**config.mk**
```make
export PLATFORM = sky130hd
export DESIGN_NAME = tcap_channel
export DESIGN_NICKNAME = d
export VERILOG_FILES = /design/src/rtl/tcap_pkg.sv /design/src/rtl/tcap_sync.sv /design/src/rtl/tcap_ctrl.sv /design/src/rtl/tcap_dpath.sv /design/src/rtl/tcap_channel.sv
export SDC_FILE = /design/constraint.sdc
export NUM_CORES = 1
export LEC_CHECK = 0
export ABC_AREA = 1
export BUFFER_PORTS_ARGS = -buffer_cell sky130_fd_sc_hd__buf_2
export CAP_MARGIN = 20
export CELL_PAD_IN_SITES_DETAIL_PLACEMENT = 1
export CELL_PAD_IN_SITES_GLOBAL_PLACEMENT = 1
export CORE_MARGIN = 1
export CORE_UTILIZATION = 47
export CTS_BUF_LIST = sky130_fd_sc_hd__clkbuf_8
export DETAILED_ROUTE_END_ITERATION = 7
export HOLD_SLACK_MARGIN = 0.08
export PLACE_DENSITY_LB_ADDON = 0.1
export SLEW_MARGIN = 20
export SYNTH_ARGS = -nofsm -noshare
export SYNTH_HDL_FRONTEND = slang
export SYNTH_SLANG_ARGS = --single-unit
export TNS_END_PERCENT = 10
```
**constraint.sdc**
```tcl
create_clock -name clk -period 3 [get_ports clk]
set_clock_uncertainty 0.15 [all_clocks]
set_input_delay 0.15 -clock clk [delete_from_list [all_inputs] [get_ports clk]]
set_output_delay 0.15 -clock clk [all_outputs]
set_load 0.01 [all_outputs]
```
**src/rtl/tcap_pkg.sv**
```systemverilog
package tcap_pkg;

  typedef enum logic [1:0] {
    EDGE_NONE = 2'd0,
    EDGE_RISE = 2'd1,
    EDGE_FALL = 2'd2,
    EDGE_BOTH = 2'd3
  } edgeMode_e;

  typedef enum logic [1:0] {
    SRC_EXT_A     = 2'd0,
    SRC_EXT_B     = 2'd1,
    SRC_TIED_LOW  = 2'd2,
    SRC_TIED_HIGH = 2'd3
  } srcSel_e;

  typedef enum logic [1:0] {
    REG_CTRL    = 2'd0,
    REG_COUNT   = 2'd1,
    REG_CAPTURE = 2'd2,
    REG_STATUS  = 2'd3
  } regAddr_e;

  localparam int CTRL_SYNC_BIT  = 4;
  localparam int CTRL_IRQEN_BIT = 5;
  localparam int CTRL_CLR_BIT   = 6;

  localparam int STAT_LIVE_BIT  = 0;
  localparam int STAT_LATCH_BIT = 1;
  localparam int STAT_CAP_BIT   = 2;
  localparam int STAT_OVF_BIT   = 3;

  // strobes from control to datapath
  typedef struct packed {
    logic cntInc;
    logic cntClr;
    logic capLoad;
  } dpStrobe_t;

endpackage

```
**src/rtl/tcap_sync.sv**
```systemverilog
module tcap_sync #(
  parameter int WIDTH  = 1,
  parameter int STAGES = 2
) (
  input  logic             clk,
  input  logic             rst_n,
  input  logic [WIDTH-1:0] asyncIn,
  output logic [WIDTH-1:0] syncOut
);

  logic [WIDTH-1:0] chain [STAGES];

  genvar g;
  generate
    for (g = 0; g < STAGES; g++) begin : gStage
      if (g == 0) begin : gFirst
        always_ff @(posedge clk or negedge rst_n) begin
          if (!rst_n) chain[g] <= '0;
          else        chain[g] <= asyncIn;
        end
      end else begin : gNext
        always_ff @(posedge clk or negedge rst_n) begin
          if (!rst_n) chain[g] <= '0;
          else        chain[g] <= chain[g-1];
        end
      end
    end
  endgenerate

  assign syncOut = chain[STAGES-1];

endmodule

```
**src/rtl/tcap_ctrl.sv**
```systemverilog
module tcap_ctrl
  import tcap_pkg::*;
#(
  parameter int DATA_W = 16
) (
  input  logic              clk,
  input  logic              rst_n,
  input  logic              tmrLvl,
  input  logic              trigALvl,
  input  logic              trigBLvl,
  input  logic              wrEn,
  input  logic [1:0]        addr,
  input  logic [DATA_W-1:0] wrData,
  output dpStrobe_t         strobe,
  output edgeMode_e         capMode,
  output srcSel_e           srcSel,
  output logic              syncMode,
  output logic              irqEn,
  output logic              selLevel,
  output logic              capFlag,
  output logic              ovfFlag,
  output logic              tmrFall
);

  logic tmrPrev;
  logic selPrev;
  logic tmrRise;
  logic selRise;
  logic selFall;
  logic qualEdge;
  logic capPending;
  logic ctrlWr;
  logic statWr;
  logic capNow;

  assign ctrlWr = wrEn && (addr == REG_CTRL);
  assign statWr = wrEn && (addr == REG_STATUS);

  // trigger source selection
  always_comb begin
    unique case (srcSel)
      SRC_EXT_A:     selLevel = trigALvl;
      SRC_EXT_B:     selLevel = trigBLvl;
      SRC_TIED_LOW:  selLevel = 1'b0;
      SRC_TIED_HIGH: selLevel = 1'b1;
      default:       selLevel = 1'b0;
    endcase
  end

  // edge detection in the system clock domain
  always_ff @(posedge clk or negedge rst_n) begin
    if (!rst_n) begin
      tmrPrev <= 1'b0;
      selPrev <= 1'b0;
    end else begin
      tmrPrev <= tmrLvl;
      selPrev <= selLevel;
    end
  end

  assign tmrRise = tmrLvl && !tmrPrev;
  assign tmrFall = !tmrLvl && tmrPrev;
  assign selRise = selLevel && !selPrev;
  assign selFall = !selLevel && selPrev;

  always_comb begin
    unique case (capMode)
      EDGE_NONE: qualEdge = 1'b0;
      EDGE_RISE: qualEdge = selRise;
      EDGE_FALL: qualEdge = selFall;
      EDGE_BOTH: qualEdge = selRise || selFall;
      default:   qualEdge = 1'b0;
    endcase
  end

  // capture decision: immediate, or deferred to the falling timer edge
  assign capNow = syncMode ? (tmrFall && (capPending || qualEdge)) : qualEdge;

  always_comb begin
    strobe.cntInc  = tmrRise;
    strobe.cntClr  = ctrlWr && wrData[CTRL_CLR_BIT];
    strobe.capLoad = capNow;
  end

  // control register
  always_ff @(posedge clk or negedge rst_n) begin
    if (!rst_n) begin
      capMode  <= EDGE_NONE;
      srcSel   <= SRC_EXT_A;
      syncMode <= 1'b0;
      irqEn    <= 1'b0;
    end else if (ctrlWr) begin
      capMode  <= edgeMode_e'(wrData[1:0]);
      srcSel   <= srcSel_e'(wrData[3:2]);
      syncMode <= wrData[CTRL_SYNC_BIT];
      irqEn    <= wrData[CTRL_IRQEN_BIT];
    end
  end

  // single pending bit for synchronous capture
  always_ff @(posedge clk or negedge rst_n) begin
    if (!rst_n) begin
      capPending <= 1'b0;
    end else if (!syncMode || (capMode == EDGE_NONE) || tmrFall) begin
      capPending <= 1'b0;
    end else if (qualEdge) begin
      capPending <= 1'b1;
    end
  end

  // sticky flags, setting wins over a simultaneous clear
  always_ff @(posedge clk or negedge rst_n) begin
    if (!rst_n) begin
      capFlag <= 1'b0;
      ovfFlag <= 1'b0;
    end else begin
      if (capNow)                              capFlag <= 1'b1;
      else if (statWr && wrData[STAT_CAP_BIT]) capFlag <= 1'b0;

      if (capNow && capFlag)                   ovfFlag <= 1'b1;
      else if (statWr && wrData[STAT_OVF_BIT]) ovfFlag <= 1'b0;
    end
  end

endmodule

```
**src/rtl/tcap_dpath.sv**
```systemverilog
module tcap_dpath
  import tcap_pkg::*;
#(
  parameter int CNT_W = 16
) (
  input  logic             clk,
  input  logic             rst_n,
  input  dpStrobe_t        strobe,
  input  logic             selLevel,
  output logic [CNT_W-1:0] cntVal,
  output logic [CNT_W-1:0] capVal,
  output logic             latchedLvl
);

  always_ff @(posedge clk or negedge rst_n) begin
    if (!rst_n)             cntVal <= '0;
    else if (strobe.cntClr) cntVal <= '0;
    else if (strobe.cntInc) cntVal <= cntVal + CNT_W'(1);
  end

  always_ff @(posedge clk or negedge rst_n) begin
    if (!rst_n) begin
      capVal     <= '0;
      latchedLvl <= 1'b0;
    end else if (strobe.capLoad) begin
      capVal     <= cntVal;
      latchedLvl <= selLevel;
    end
  end

endmodule

```
**src/rtl/tcap_channel.sv**
```systemverilog
module tcap_channel
  import tcap_pkg::*;
#(
  parameter int CNT_W       = 16,
  parameter int DATA_W      = 16,
  parameter int SYNC_STAGES = 2
) (
  input  logic              clk,
  input  logic              rst_n,
  input  logic              tmrClkIn,
  input  logic              trigA,
  input  logic              trigB,
  input  logic              wrEn,
  input  logic [1:0]        addr,
  input  logic [DATA_W-1:0] wrData,
  output logic [DATA_W-1:0] rdData,
  output logic              irq
);

  localparam int IN_W = 3;

  logic [IN_W-1:0] rawIn;
  logic [IN_W-1:0] syncIn;
  dpStrobe_t       strobe;
  edgeMode_e       capMode;
  srcSel_e         srcSel;
  logic            syncMode;
  logic            irqEn;
  logic            selLevel;
  logic            capFlag;
  logic            ovfFlag;
  logic            tmrFall;
  logic [CNT_W-1:0] cntVal;
  logic [CNT_W-1:0] capVal;
  logic            latchedLvl;

  assign rawIn = {trigB, trigA, tmrClkIn};

  tcap_sync #(.WIDTH(IN_W), .STAGES(SYNC_STAGES)) u_sync (
    .clk     (clk),
    .rst_n   (rst_n),
    .asyncIn (rawIn),
    .syncOut (syncIn)
  );

  tcap_ctrl #(.DATA_W(DATA_W)) u_ctrl (
    .clk      (clk),
    .rst_n    (rst_n),
    .tmrLvl   (syncIn[0]),
    .trigALvl (syncIn[1]),
    .trigBLvl (syncIn[2]),
    .wrEn     (wrEn),
    .addr     (addr),
    .wrData   (wrData),
    .strobe   (strobe),
    .capMode  (capMode),
    .srcSel   (srcSel),
    .syncMode (syncMode),
    .irqEn    (irqEn),
    .selLevel (selLevel),
    .capFlag  (capFlag),
    .ovfFlag  (ovfFlag),
    .tmrFall  (tmrFall)
  );

  tcap_dpath #(.CNT_W(CNT_W)) u_dpath (
    .clk        (clk),
    .rst_n      (rst_n),
    .strobe     (strobe),
    .selLevel   (selLevel),
    .cntVal     (cntVal),
    .capVal     (capVal),
    .latchedLvl (latchedLvl)
  );

  always_comb begin
    rdData = '0;
    unique case (addr)
      REG_CTRL: begin
        rdData[1:0]            = capMode;
        rdData[3:2]            = srcSel;
        rdData[CTRL_SYNC_BIT]  = syncMode;
        rdData[CTRL_IRQEN_BIT] = irqEn;
      end
      REG_COUNT:   rdData = DATA_W'(cntVal);
      REG_CAPTURE: rdData = DATA_W'(capVal);
      REG_STATUS: begin
        rdData[STAT_LIVE_BIT]  = selLevel;
        rdData[STAT_LATCH_BIT] = latchedLvl;
        rdData[STAT_CAP_BIT]   = capFlag;
        rdData[STAT_OVF_BIT]   = ovfFlag;
      end
      default: rdData = '0;
    endcase
  end

  assign irq = capFlag && irqEn;

endmodule

```
* Word-level counts from Yosys, hierarchy flattened
Cells that the tools add are included.
Storage, ports and cells: register bits 50, input port bits 24, output and inout bits 17, logic and storage cells 66
Cells by class: add/subtract/negate cells 1, equal/unequal tests 9, mux-type cells 14, reduce and logical (&&, ||, !) cells 28
Operators by type and width (number):
- two-way mux 16 bit | 2
- one-hot mux 10 bit (2 select lines) | 1
- adder 16 x 1 -> 16 bit (second input constant) | 1
- one-hot mux 4 bit (4 select lines) | 1
- equality test 2 bit (second input constant) | 6
- logical AND 1 bit | 12
- one-hot mux 1 bit (4 select lines) | 2
- nonzero test 2 bit | 4
- two-way mux 1 bit | 7
- equality test 2 x 1 -> 1 bit (second input constant) | 3
- logical NOT 2 bit | 3
- one-hot mux 2 bit (3 select lines) | 1
- logical NOT 1 bit | 5
- logical OR 1 bit | 4

* Logic depth before layout (Yosys ltp)
Gate-level depths: netlist of the first run.
depth in word-level cells 11, depth in mapped cells 13

* By module
From an unflattened synthesis of the first run, not the netlist that was laid out.
Second synthesis, totals: cells, all modules 334, area, all modules 2686.3 um^2
Modules (own cells, without submodules):
- tcap_dpath | instances 1, cells each 166, area an instance 1510.2 um^2, seq. area each 825.8 um^2
- tcap_ctrl | instances 1, cells each 69, area an instance 569.3 um^2, seq. area each 275.3 um^2
- tcap_channel | instances 1, cells each 90, area an instance 434.2 um^2, seq. area each 0.0 um^2
- tcap_sync | instances 1, cells each 9, area an instance 172.7 um^2, seq. area each 150.1 um^2

* Worst setup path after synthesis of the first run
No wires, ideal clock.
kind reg-to-reg, from register u_ctrl.srcSel[1], to register u_dpath.capVal[3], setup time 117 ps, arrival time 1583 ps, data required time 2733 ps, path slack 1150 ps, cell stages (with the launch flop) 13, buffers on the path 1, period minus slack after synthesis 1850 ps, cell sequence dfrtp_1 -> nor2_1 -> nand2_1 -> nand2_1 -> inv_1 -> ha_1 -> a21oi_1 -> o21ai_2 -> nand3_4 -> nand2_4 -> buf_6 -> nand2_1 -> nand2_1
Between the ends: word-level cells in the longest chain between the ends 9
RTL lines:
- start: declaration | RTL line tcap_ctrl.sv:16 | output srcSel_e srcSel,
- start signal: assignment | RTL line tcap_ctrl.sv:94 | srcSel <= srcSel_e'(wrData[3:2]);
- equality test 2 bit (tied with other cells) | RTL line tcap_ctrl.sv:41 | unique case (srcSel)
- one-hot mux 1 bit (4 select lines) * | RTL line tcap_ctrl.sv:41
- net selLevel | RTL line tcap_channel.sv:29 | logic selLevel;
- logical NOT 1 bit | RTL line tcap_ctrl.sv:64 | assign selFall = !selLevel && selPrev;
- logical AND 1 bit | RTL line tcap_ctrl.sv:64
- logical OR 1 bit | RTL line tcap_ctrl.sv:71 | EDGE_BOTH: qualEdge = selRise || selFall;
- one-hot mux 1 bit (4 select lines) * | RTL line tcap_ctrl.sv:67 | unique case (capMode)
- logical OR 1 bit | RTL line tcap_ctrl.sv:77 | assign capNow = syncMode ? (tmrFall && (capPending || qualEdge)) : qualEdge;
- logical AND 1 bit | RTL line tcap_ctrl.sv:77
- two-way mux 1 bit * | RTL line tcap_ctrl.sv:77
- end signal: assignment | RTL line tcap_dpath.sv:26 | capVal <= cntVal;
- end: declaration | RTL line tcap_dpath.sv:11 | output logic [CNT_W-1:0] capVal,
The timed path passes the listed nets; every way through them passes the cells marked *. A chain may end at the register's enable or synchronous reset.

* Worst setup path in the final report of the first run
from register u_ctrl.srcSel[1], to register u_ctrl.ovfFlag
Between the ends: word-level cells in the longest chain between the ends 11
RTL lines:
- equality test 2 bit (tied with other cells) | RTL line tcap_ctrl.sv:41
- one-hot mux 1 bit (4 select lines) * | RTL line tcap_ctrl.sv:41
- net selLevel | RTL line tcap_channel.sv:29
- logical NOT 1 bit | RTL line tcap_ctrl.sv:64
- logical AND 1 bit | RTL line tcap_ctrl.sv:64
- logical OR 1 bit | RTL line tcap_ctrl.sv:71
- one-hot mux 1 bit (4 select lines) * | RTL line tcap_ctrl.sv:67
- logical OR 1 bit | RTL line tcap_ctrl.sv:77
- logical AND 1 bit | RTL line tcap_ctrl.sv:77
- two-way mux 1 bit * | RTL line tcap_ctrl.sv:77
- logical AND 1 bit * | RTL line tcap_ctrl.sv:120 | if (capNow && capFlag) ovfFlag <= 1'b1;
- two-way mux 1 bit / nonzero test 2 bit (equally long branches)
- end signal: assignment | RTL line tcap_ctrl.sv:115 | ovfFlag <= 1'b0;
- end signal: assignment | RTL line tcap_ctrl.sv:120
- end signal: assignment | RTL line tcap_ctrl.sv:121 | else if (statWr && wrData[STAT_OVF_BIT]) ovfFlag <= 1'b0;
- end: declaration | RTL line tcap_ctrl.sv:21 | output logic ovfFlag,
Marks and branches as above.

==> qor.yml, run 1 <==
status:
  outcome: "finished, final reports clean"
sta:
  setup_ws_ns: 0.758
  max_freq_mhz: 446
  rsz0062_at_grt: "false"
  drv_slew: 0
  hold_viol_final: 0
  tightest_slew_ns: 0.633
  slew-limit-headroom_pct: 57.8
  period_needed_ns: 2.24
  fin_crit_sh_pct: 74.7
  finalSetupTns_ns: 0
  whs_ns: 0.211
  setup_violations: 0
logic_synthesis:
  synth_area_um2: 2660
  ys_warn_count: 0
  ys_types: 34
  netlist.area_leader.share_pct: 47.0
  yosysTopAreaCell: "dfrtp_1"
  yosysSeqAreaShare_pct: 47.0
  synth_cells: 332
  synth_nets: 365
  avgSynthCellArea_um2: 8.02
  synth_area_leaders: "dfrtp_1, nand2_1, nand3_1"
  ys_seq_elements: 50
pwr:
  combPwrFrac_pct: 23.7
  p_per_area_nw_per_um2: 594
  p_int_uw: 1180
  p_switching_uw: 655
  switching_share_pct: 35.8
  p_leak_uw: 0.00163
  total_power_uw: 1830
  vdd_drop_max_mv: 0.307
  power.share.sequential_pct: 48.3
  clkPwrFrac_pct: 28.0
clock_tree:
  clk_latency_ns: 0.31
  htree_levels: 2
  cts_sinks: 50
  clockBufferDepth: 2
  cts_resized: 0
  cts_setup_buffers: 0
  cts_tree: "yes"
  numCtsBuffers: 5
  hold_buffers: 11
  cts-root-buf: "clkbuf_8"
  clkSlewWorstSetupHoldPaths_ns: 0.10
routing:
  drc_errors: 0
  wl_per_cell_um: 15.5
  antenna_left: 0
  detailroute.via_count: 2314
  drt_iter0_drc: 103
  postRouteWirelength_um: 6900
  vias_per_cell: 5.20
  drt_first_pass_iters: 4
global_route:
  grt_pass1_vias: 2490
  grt_pass1_wl_um: 11800
  grt_max_degree: 28
  antenna_found_initial: 0
  grt_use_total_pct: 25.5
  grt-ovfl-total: 0
final_layout:
  final_util_pct: 56.3
  finalNetCount: 405
  fill_cells: 704
  antennaDiodeCount: 0
  area_delta_synth_final_pct: 15.7
  drive_above_1_share_pct: 15.0
worst_setup_path:
  cp.required_ns: 3.09
  critPathLaunch: "u_ctrl.srcSel[1]"
  cp.arrival_ns: 2.33
  critPathKind: "flip-flop to flip-flop"
  ff2ff_path_depth: 11
  cp_cell_sequence: "inv_1 > nand2_1 > nand2_1 > nand2_1 > inv_1 > ha_1 > a21oi_1 > o21ai_2 > nand3_4 > nand2_4 > o21ai_0"
  end_kind: "flip-flop"
  max_stage_delay_ns: 0.41
  rr_endpoint: "u_ctrl.ovfFlag"
  crit_slowest_cell: "dfrtp_1"
  reg2reg_from: "u_ctrl.srcSel[1]"
  cp_max_fo: 19
  r2r_slack_ns: 0.76
  setup.worst_path.start_class: "flip-flop"
  cpMostUsedCell: "nand2_1"
worst_hold_path:
  min_path_cells: 0
  min_path_type: "flip-flop to flip-flop"
  hp-start: "u_sync.chain[5]"
  worst_hold_path.endpoint: "u_sync.syncOut[2]"
placed_design:
  hpwlAfterDp_um: 4660
  place_congestion: 0.814
  dp_slack_ns: 0.774
  io_buffers: 31
die:
  die_area_um2: 5970
  core_um2: 5470
  num_io_pins: 41
  fp.dieW_um: 77.3
  die_h_um: 77.3
  std_cell_rows: 27
  start_util_pct: 48.7
flow_run:
  maxCapViolations: 0
[kinds of logic after synthesis]
logic type,Yosys count,share of synthesized area (%)
buffers and inverters,48,7.61
XOR/XNOR,1,0.329
AND/OR/NAND/NOR,174,29.5
flip-flops,50,47.0
AO/OA/AOI/OAI,48,10.5
multiplexers,2,0.846
adder cells (fa/ha/maj),9,4.23
[worst max path at each step]
| stage | slack [ns] | endpoint |
|---|---|---|
| final | 0.76 | u_ctrl.ovfFlag |
| after global routing | 0.60 | u_ctrl.ovfFlag |
| after CTS | 0.74 | u_ctrl.ovfFlag |
| after detailed placement | 0.77 | u_ctrl.ovfFlag |
| after global placement | 0.84 | u_ctrl.ovfFlag |
| after floorplan | 1.15 | u_dpath.capVal[3] |
[placed cells by master, fill, tap and decap left out, drive strengths merged]
cell / synthesis / routed
o21ai: 11 / 11
o31ai: 1 / 1
mux2: 2 / 2
inv: 37 / 39
clkbuf: 3 / 5
nor2: 23 / 23
buf: 7 / 32
ha: 9 / 9
a21boi: 1 / 1
o21bai: 1 / 1
nand2: 109 / 109
o211ai: 1 / 1
nand3: 34 / 34
dfrtp: 50 / 50
a32oi: 3 / 3
a21oi: 28 / 28
dlygate4sd3: 0 / 11
a22oi: 1 / 1
a31oi: 1 / 1
clkinv: 1 / 1
bufinv: 0 / 1
nand4: 4 / 4
xor2: 1 / 1
nor3: 4 / 4
[state kept, by name, summed over array words and instances (netlist names), 2 cells and up]
signal          flops
u_dpath.cntVal     16
u_dpath.capVal     16
u_sync.syncOut      3
u_sync.chain        3
u_ctrl.srcSel       2
u_ctrl.capMode      2
[cell type report]
cell class                      count  area [µm²]  area share [%]
Clock buffer                        5        68.8            2.23
Tap cell                           72        90.1            2.92
Multi-Input combinational cell    234        1210            39.2
Inverter                           38         143            4.63
Sequential cell                    50        1250            40.6
Clock inverter                      3        47.5            1.54
Timing Repair Buffer               43         273            8.85
[power groups by stage]
stage	combinational (µW)	sequential, µW	clock (µW)
after floorplan	325	849	0
after global placement	404	894	0
after detailed placement	424	897	0
after CTS	438	885	515
after global routing	486	900	536
final	435	884	513
[metal layers]
metal / share of wire, % / global-route usage [%] / vias up
li1: - / - / 1145
met2: 48 / 43.2 / 27
met4: 1.2 / 6.23 / 0
met5: 0 / 0 / -
met1: 49 / 33.9 / 1134
met3: 2.1 / 3.93 / 8
[per-stage QoR]
stage	area, µm²	cells
after global placement	2860	426
after CTS	3080	445
after detailed placement	2860	426
after floorplan	2660	332
final	3080	445
after global routing	3080	445
[cell usage after synthesis]
master	instances
a21boi_0	1
a21oi_1	28
a22oi_1	1
a31oi_1	1
a32oi_1	3
buf_2	3
buf_4	3
buf_6	1
clkbuf_1	3
clkinv_1	1
dfrtp_1	50
ha_1	9
inv_1	35
inv_2	2
mux2_2	2
nand2_1	106
nand2_2	1
nand2_4	2
nand3_1	33
nand3_4	1
nand4_1	4
nor2_1	19
nor2_2	1
nor2_4	2
nor2_8	1
nor3_1	2
nor3_2	2
o211ai_1	1
o21ai_0	9
o21ai_2	1
o21ai_4	1
o21bai_1	1
o31ai_1	1
xor2_1	1
[critical path: cells and delay by family, from the launching register on]
kind	cells	cell delay [ns]
and+or+nand+nor	5	0.62
AOI/OAI and AO/OA	3	0.50
adders and majority gates	1	0.25
DFF	1	0.41
buffers and inverters	2	0.22
Power figures use the tool's default switching activity.
==> run 2, diff against run 1 <==
CORE_UTILIZATION = 43   (was 47)
clock period = 2.2 ns   (was 3 ns; I/O delays follow)
==> qor.yml, run 2 (synthesized netlist as in run 1, its figures left out) <==
final_layout:
  finalNetCount: 414
  layout_common_cells: "nand2_1, dfrtp_1, inv_1"
  instances_no_fill: 457
  final_util_pct: 52.8
  final_area_um2: 3150
  final_common_cell: "nand2_1"
  antennaDiodeCount: 0
  fill_cells: 768
  reg_top3: "u_dpath.capVal (16), u_dpath.cntVal (16)"
  area_delta_synth_final_pct: 18.2
  drive_above_1_share_pct: 17.0
worst_setup_path:
  cp.required_ns: 2.26
  cpMostUsedCell: "nand2_1"
  end_kind: "flip-flop"
  cp_cell_sequence: "inv_1 > nand2_1 > nand2_1 > nand2_1 > inv_2 > ha_1 > a21oi_1 > o21ai_2 > nand3_4 > nand2_8 > nand2_1 > nand2_1"
  cp_max_fo: 19
  critPathKind: "flip-flop to flip-flop"
  cp_num_buf_inv: 2
  max_stage_delay_ns: 0.42
  cp.arrival_ns: 2.15
  crit_slowest_cell: "dfrtp_1"
  path_delay_family: "simple AND/OR/NAND/NOR gates"
  setup.worst_path.start_class: "flip-flop"
sta:
  fin_crit_sh_pct: 94.9
  tightest_slew_ns: 0.449
  hold_viol_final: 0
  drv_slew: 0
  slew-limit-headroom_pct: 69.9
  period_needed_ns: 2.09
  rsz0062_at_grt: "false"
  setup_violations: 0
  whs_ns: 0.162
  finalSetupTns_ns: 0
  max_freq_mhz: 479
global_route:
  grt_max_degree: 21
  grt_pass1_vias: 2439
  groute.layer.met3.usage_pct: 3.86
  grt-busiest-layer: "met2"
  grt_pass1_wl_um: 11800
  use_met1_pct: 31.4
  met2_usage_pct: 42.0
  grt_use_total_pct: 24.4
  antenna_found_initial: 0
  grt-ovfl-total: 0
placed_design:
  dpl_cell_area_um2: 2900
  dp_cells: 435
  io_buffers: 31
  hpwlAfterDp_um: 5060
  place_congestion: 0.807
routing:
  postRouteWirelength_um: 7100
  antenna_left: 0
  drc_errors: 0
  detailroute.via_count: 2401
  drt_iter0_drc: 94
  wl_per_cell_um: 15.5
  drt_first_pass_iters: 4
  vias_per_cell: 5.25
die:
  die_h_um: 80.7
  start_util_pct: 44.7
  die_area_um2: 6510
  num_io_pins: 41
  core_um2: 5960
  std_cell_rows: 28
  fp.dieW_um: 80.7
pwr:
  p_per_area_nw_per_um2: 764
  p_leak_uw: 0.00166
  vdd_drop_max_mv: 0.423
flow_run:
  maxCapViolations: 0
clock_tree:
  cts-root-buf: "clkbuf_8"
  numCtsBuffers: 5
  clkSlewWorstSetupHoldPaths_ns: 0.10
  cts_sinks: 50
  cts_tree: "yes"
  htree_levels: 2
  clockBufferDepth: 2
  clk_latency_ns: 0.31
status:
  outcome: "finished, final reports clean"
worst_hold_path:
  min_path_type: "input port to flip-flop"
[run 2: cell types whose count changed in the layout (fill, tap and decap cells not counted), sizes merged]
cell / delta
buf: +7
dlygate4sd3: +2
clkinv: +2
bufinv: -1
clkinvlp: +1
inv: -2
[run 2: worst min-delay path, delay by kind of cell]
kind	cells	cell delay, ns
buffers and inverters	2	0.28
AND/OR/NAND/NOR	3	0.20
[run 2: per-stage QoR]
stage	power, µW	worst slack (ns)
3_5_place_dp	1820	0.0939
4_1_cts	2390	0.0997
6_report	2400	0.112
3_3_place_gp	1790	0.194
2_1_floorplan	1600	0.350
5_1_grt	2560	0.0129
[run 2: cell type report]
type	instances	area, µm²	share of cell area [%]
Sequential cell	50	1250	39.8
Inverter	38	143	4.53
Timing Repair Buffer	52	349	11.1
Tap cell	75	93.8	2.98
Multi-Input combinational cell	234	1220	38.8
Clock buffer	5	68.8	2.19
Clock inverter	3	21.3	0.676
[run 2: power breakdown]
group	internal, µW	total (µW)	switching [µW]
sequential	1050	1210	155
combinational	244	641	396
clock	224	556	331
total	1520	2400	883
[run 2: path summary, 6_finish.rpt]
check	from	end	slack, ns	depth (start not counted)
max reg2reg	u_ctrl.srcSel[1]	u_dpath.capVal[14]	0.11	12
max in group asynchronous	rst_n	u_dpath.capVal[11]	0.29	4
min in group asynchronous	rst_n	u_ctrl.ovfFlag	0.58	3
min reg2reg	u_sync.chain[3]	u_sync.syncOut[0]	0.21	0
min	wrData[6]	u_dpath.cntVal[10]	0.16	5
max	u_ctrl.srcSel[1]	u_dpath.capVal[14]	0.11	12
[run 2: timing repair]
| action | 4_1_cts | 5_1_grt |
|---|---|---|
| endpoints found under the hold margin | 61 | 0 |
| setup endpoints to repair | 0 | 19 |
| hold buffers | 13 | 0 |
| resized for setup | 0 | 5 |
| setup buffers | 0 | 1 |
[run 2: per-layer routing]
metal	share of wire, %	wire [µm]	vias to the layer above
met5	0	0	-
met4	1.1	75	0
met1	45	3210	1201
li1	-	-	1162
met2	51	3630	31
met3	2.5	174	7
==> run 3, diff against run 2 <==
REMOVE_ABC_BUFFERS = 1   (was not set)
==> qor.yml, run 3 (synthesized netlist as in run 1, its figures left out) <==
placed_design:
  place_congestion: 0.795
  io_buffers: 31
  hpwlAfterDp_um: 4800
  dpl_cell_area_um2: 2900
  dp_cells: 435
  dp_slack_ns: 0.120
final_layout:
  final_area_um2: 3140
  layout_common_cells: "nand2_1, dfrtp_1, inv_1"
  final_common_cell: "nand2_1"
  register_area_um2: 1250
  antennaDiodeCount: 0
  fill_cells: 751
  area_delta_synth_final_pct: 18.1
  drive_above_1_share_pct: 17.8
  multi_input_area_um2: 1230
  instances_no_fill: 456
  reg_top3: "u_dpath.capVal (16), u_dpath.cntVal (16)"
  final_util_pct: 52.8
  finalNetCount: 413
worst_setup_path:
  setup.worst_path.start_class: "flip-flop"
  cp_max_fo: 19
  end_kind: "flip-flop"
  cp.required_ns: 2.25
  cp.arrival_ns: 2.09
  critPathKind: "flip-flop to flip-flop"
pwr:
  p_leak_uw: 0.00166
  vdd_drop_max_mv: 0.420
  p_per_area_nw_per_um2: 771
sta:
  slew-limit-headroom_pct: 53.3
  tightest_slew_ns: 0.701
  max_freq_mhz: 489
  finalSetupTns_ns: 0
  setup_violations: 0
  fin_crit_sh_pct: 93.0
  setup_ws_ns: 0.155
  hold_viol_final: 0
  drv_slew: 0
  rsz0062_at_grt: "false"
  period_needed_ns: 2.05
global_route:
  grt_pass1_vias: 2341
  grt_use_total_pct: 23.7
  grt-ovfl-total: 0
  grt_max_degree: 31
  grt_pass1_wl_um: 11600
  antenna_found_initial: 0
clock_tree:
  clockBufferDepth: 2
  htree_levels: 2
  cts-root-buf: "clkbuf_8"
  numCtsBuffers: 5
  clk_latency_ns: 0.30
  clkSlewWorstSetupHoldPaths_ns: 0.10
  cts_tree: "yes"
  cts_sinks: 50
routing:
  antenna_left: 0
  drc_errors: 0
  postRouteWirelength_um: 6990
  detailroute.via_count: 2328
  wl_per_cell_um: 15.3
  vias_per_cell: 5.11
  drt_first_pass_iters: 4
  drt_iter0_drc: 114
flow_run:
  maxCapViolations: 0
die:
  num_io_pins: 41
  fp.dieW_um: 80.7
  die_h_um: 80.7
  die_area_um2: 6510
  start_util_pct: 44.7
  core_um2: 5960
  std_cell_rows: 28
worst_hold_path:
  min_path_type: "input port to flip-flop"
status:
  outcome: "finished, final reports clean"
run 3: cell count changes in the layout (fill, tap and decap cells not counted), sizes merged:
cell,delta
inv,+1
dlygate4sd3,-2
buf,+1
clkinv,-1
run 3: layer usage:
layer  vias to the layer above  global-route usage (%)  wire length, µm
li1                       1164                       -                -
met1                      1128                    32.9             3310
met2                        28                    38.5             3430
met3                         8                    3.30              166
met4                         0                    6.61               85
met5                         -                       0                0
run 3: what timing repair did:
item	4_1_cts	5_1_grt
hold buffers	11	0
endpoints found under the setup margin	0	19
hold endpoints to repair	39	0
gates resized for setup	0	7
setup buffers	0	2
run 3: critical path: stages, from the launching register on:
cell and delay, ns:
dfrtp_1 0.42, nor2_2 0.12, nand2_1 0.05, nand2_1 0.13
inv_2 0.08, ha_1 0.29, a21oi_2 0.15, o21ai_2 0.10
nand3_4 0.16, nand2_8 0.13, nand2_1 0.11, nand2_1 0.06
run 3: cell type report:
| type | count | area share (%) |
|---|---|---|
| clock buffer | 5 | 2.19 |
| clock inverter | 3 | 0.796 |
| inverter | 38 | 4.54 |
| multi-input combinational | 234 | 39.0 |
| sequential | 50 | 39.8 |
| tap | 75 | 2.98 |
| timing repair buffer | 51 | 10.7 |
run 3: report_power, final:
| part | internal, µW | switching (µW) | total (µW) |
|---|---|---|---|
| registers | 1050 | 154 | 1210 |
| clock network | 230 | 333 | 563 |
| logic | 248 | 408 | 655 |
run 3: per-stage QoR:
step	power [µW]	hold slack, ns
floorplan	1560	-0.336
global placement	1790	0.0438
detailed placement	1820	0.0457
CTS	2400	0.149
global route	2580	0.191
finish	2430	0.160
run 3: path summary, 6_finish.rpt:
kind                                   from                  to  slack [ns]  cells past startpoint
max                        u_ctrl.srcSel[1]   u_dpath.capVal[6]        0.15                     11
min                               wrData[6]  u_dpath.cntVal[10]        0.16                      5
max reg2reg                u_ctrl.srcSel[1]   u_dpath.capVal[6]        0.15                     11
min reg2reg                 u_sync.chain[5]   u_sync.syncOut[2]        0.21                      0
max in group asynchronous             rst_n   u_dpath.capVal[5]        1.02                      3
min in group asynchronous             rst_n   u_ctrl.capMode[1]        0.23                      2
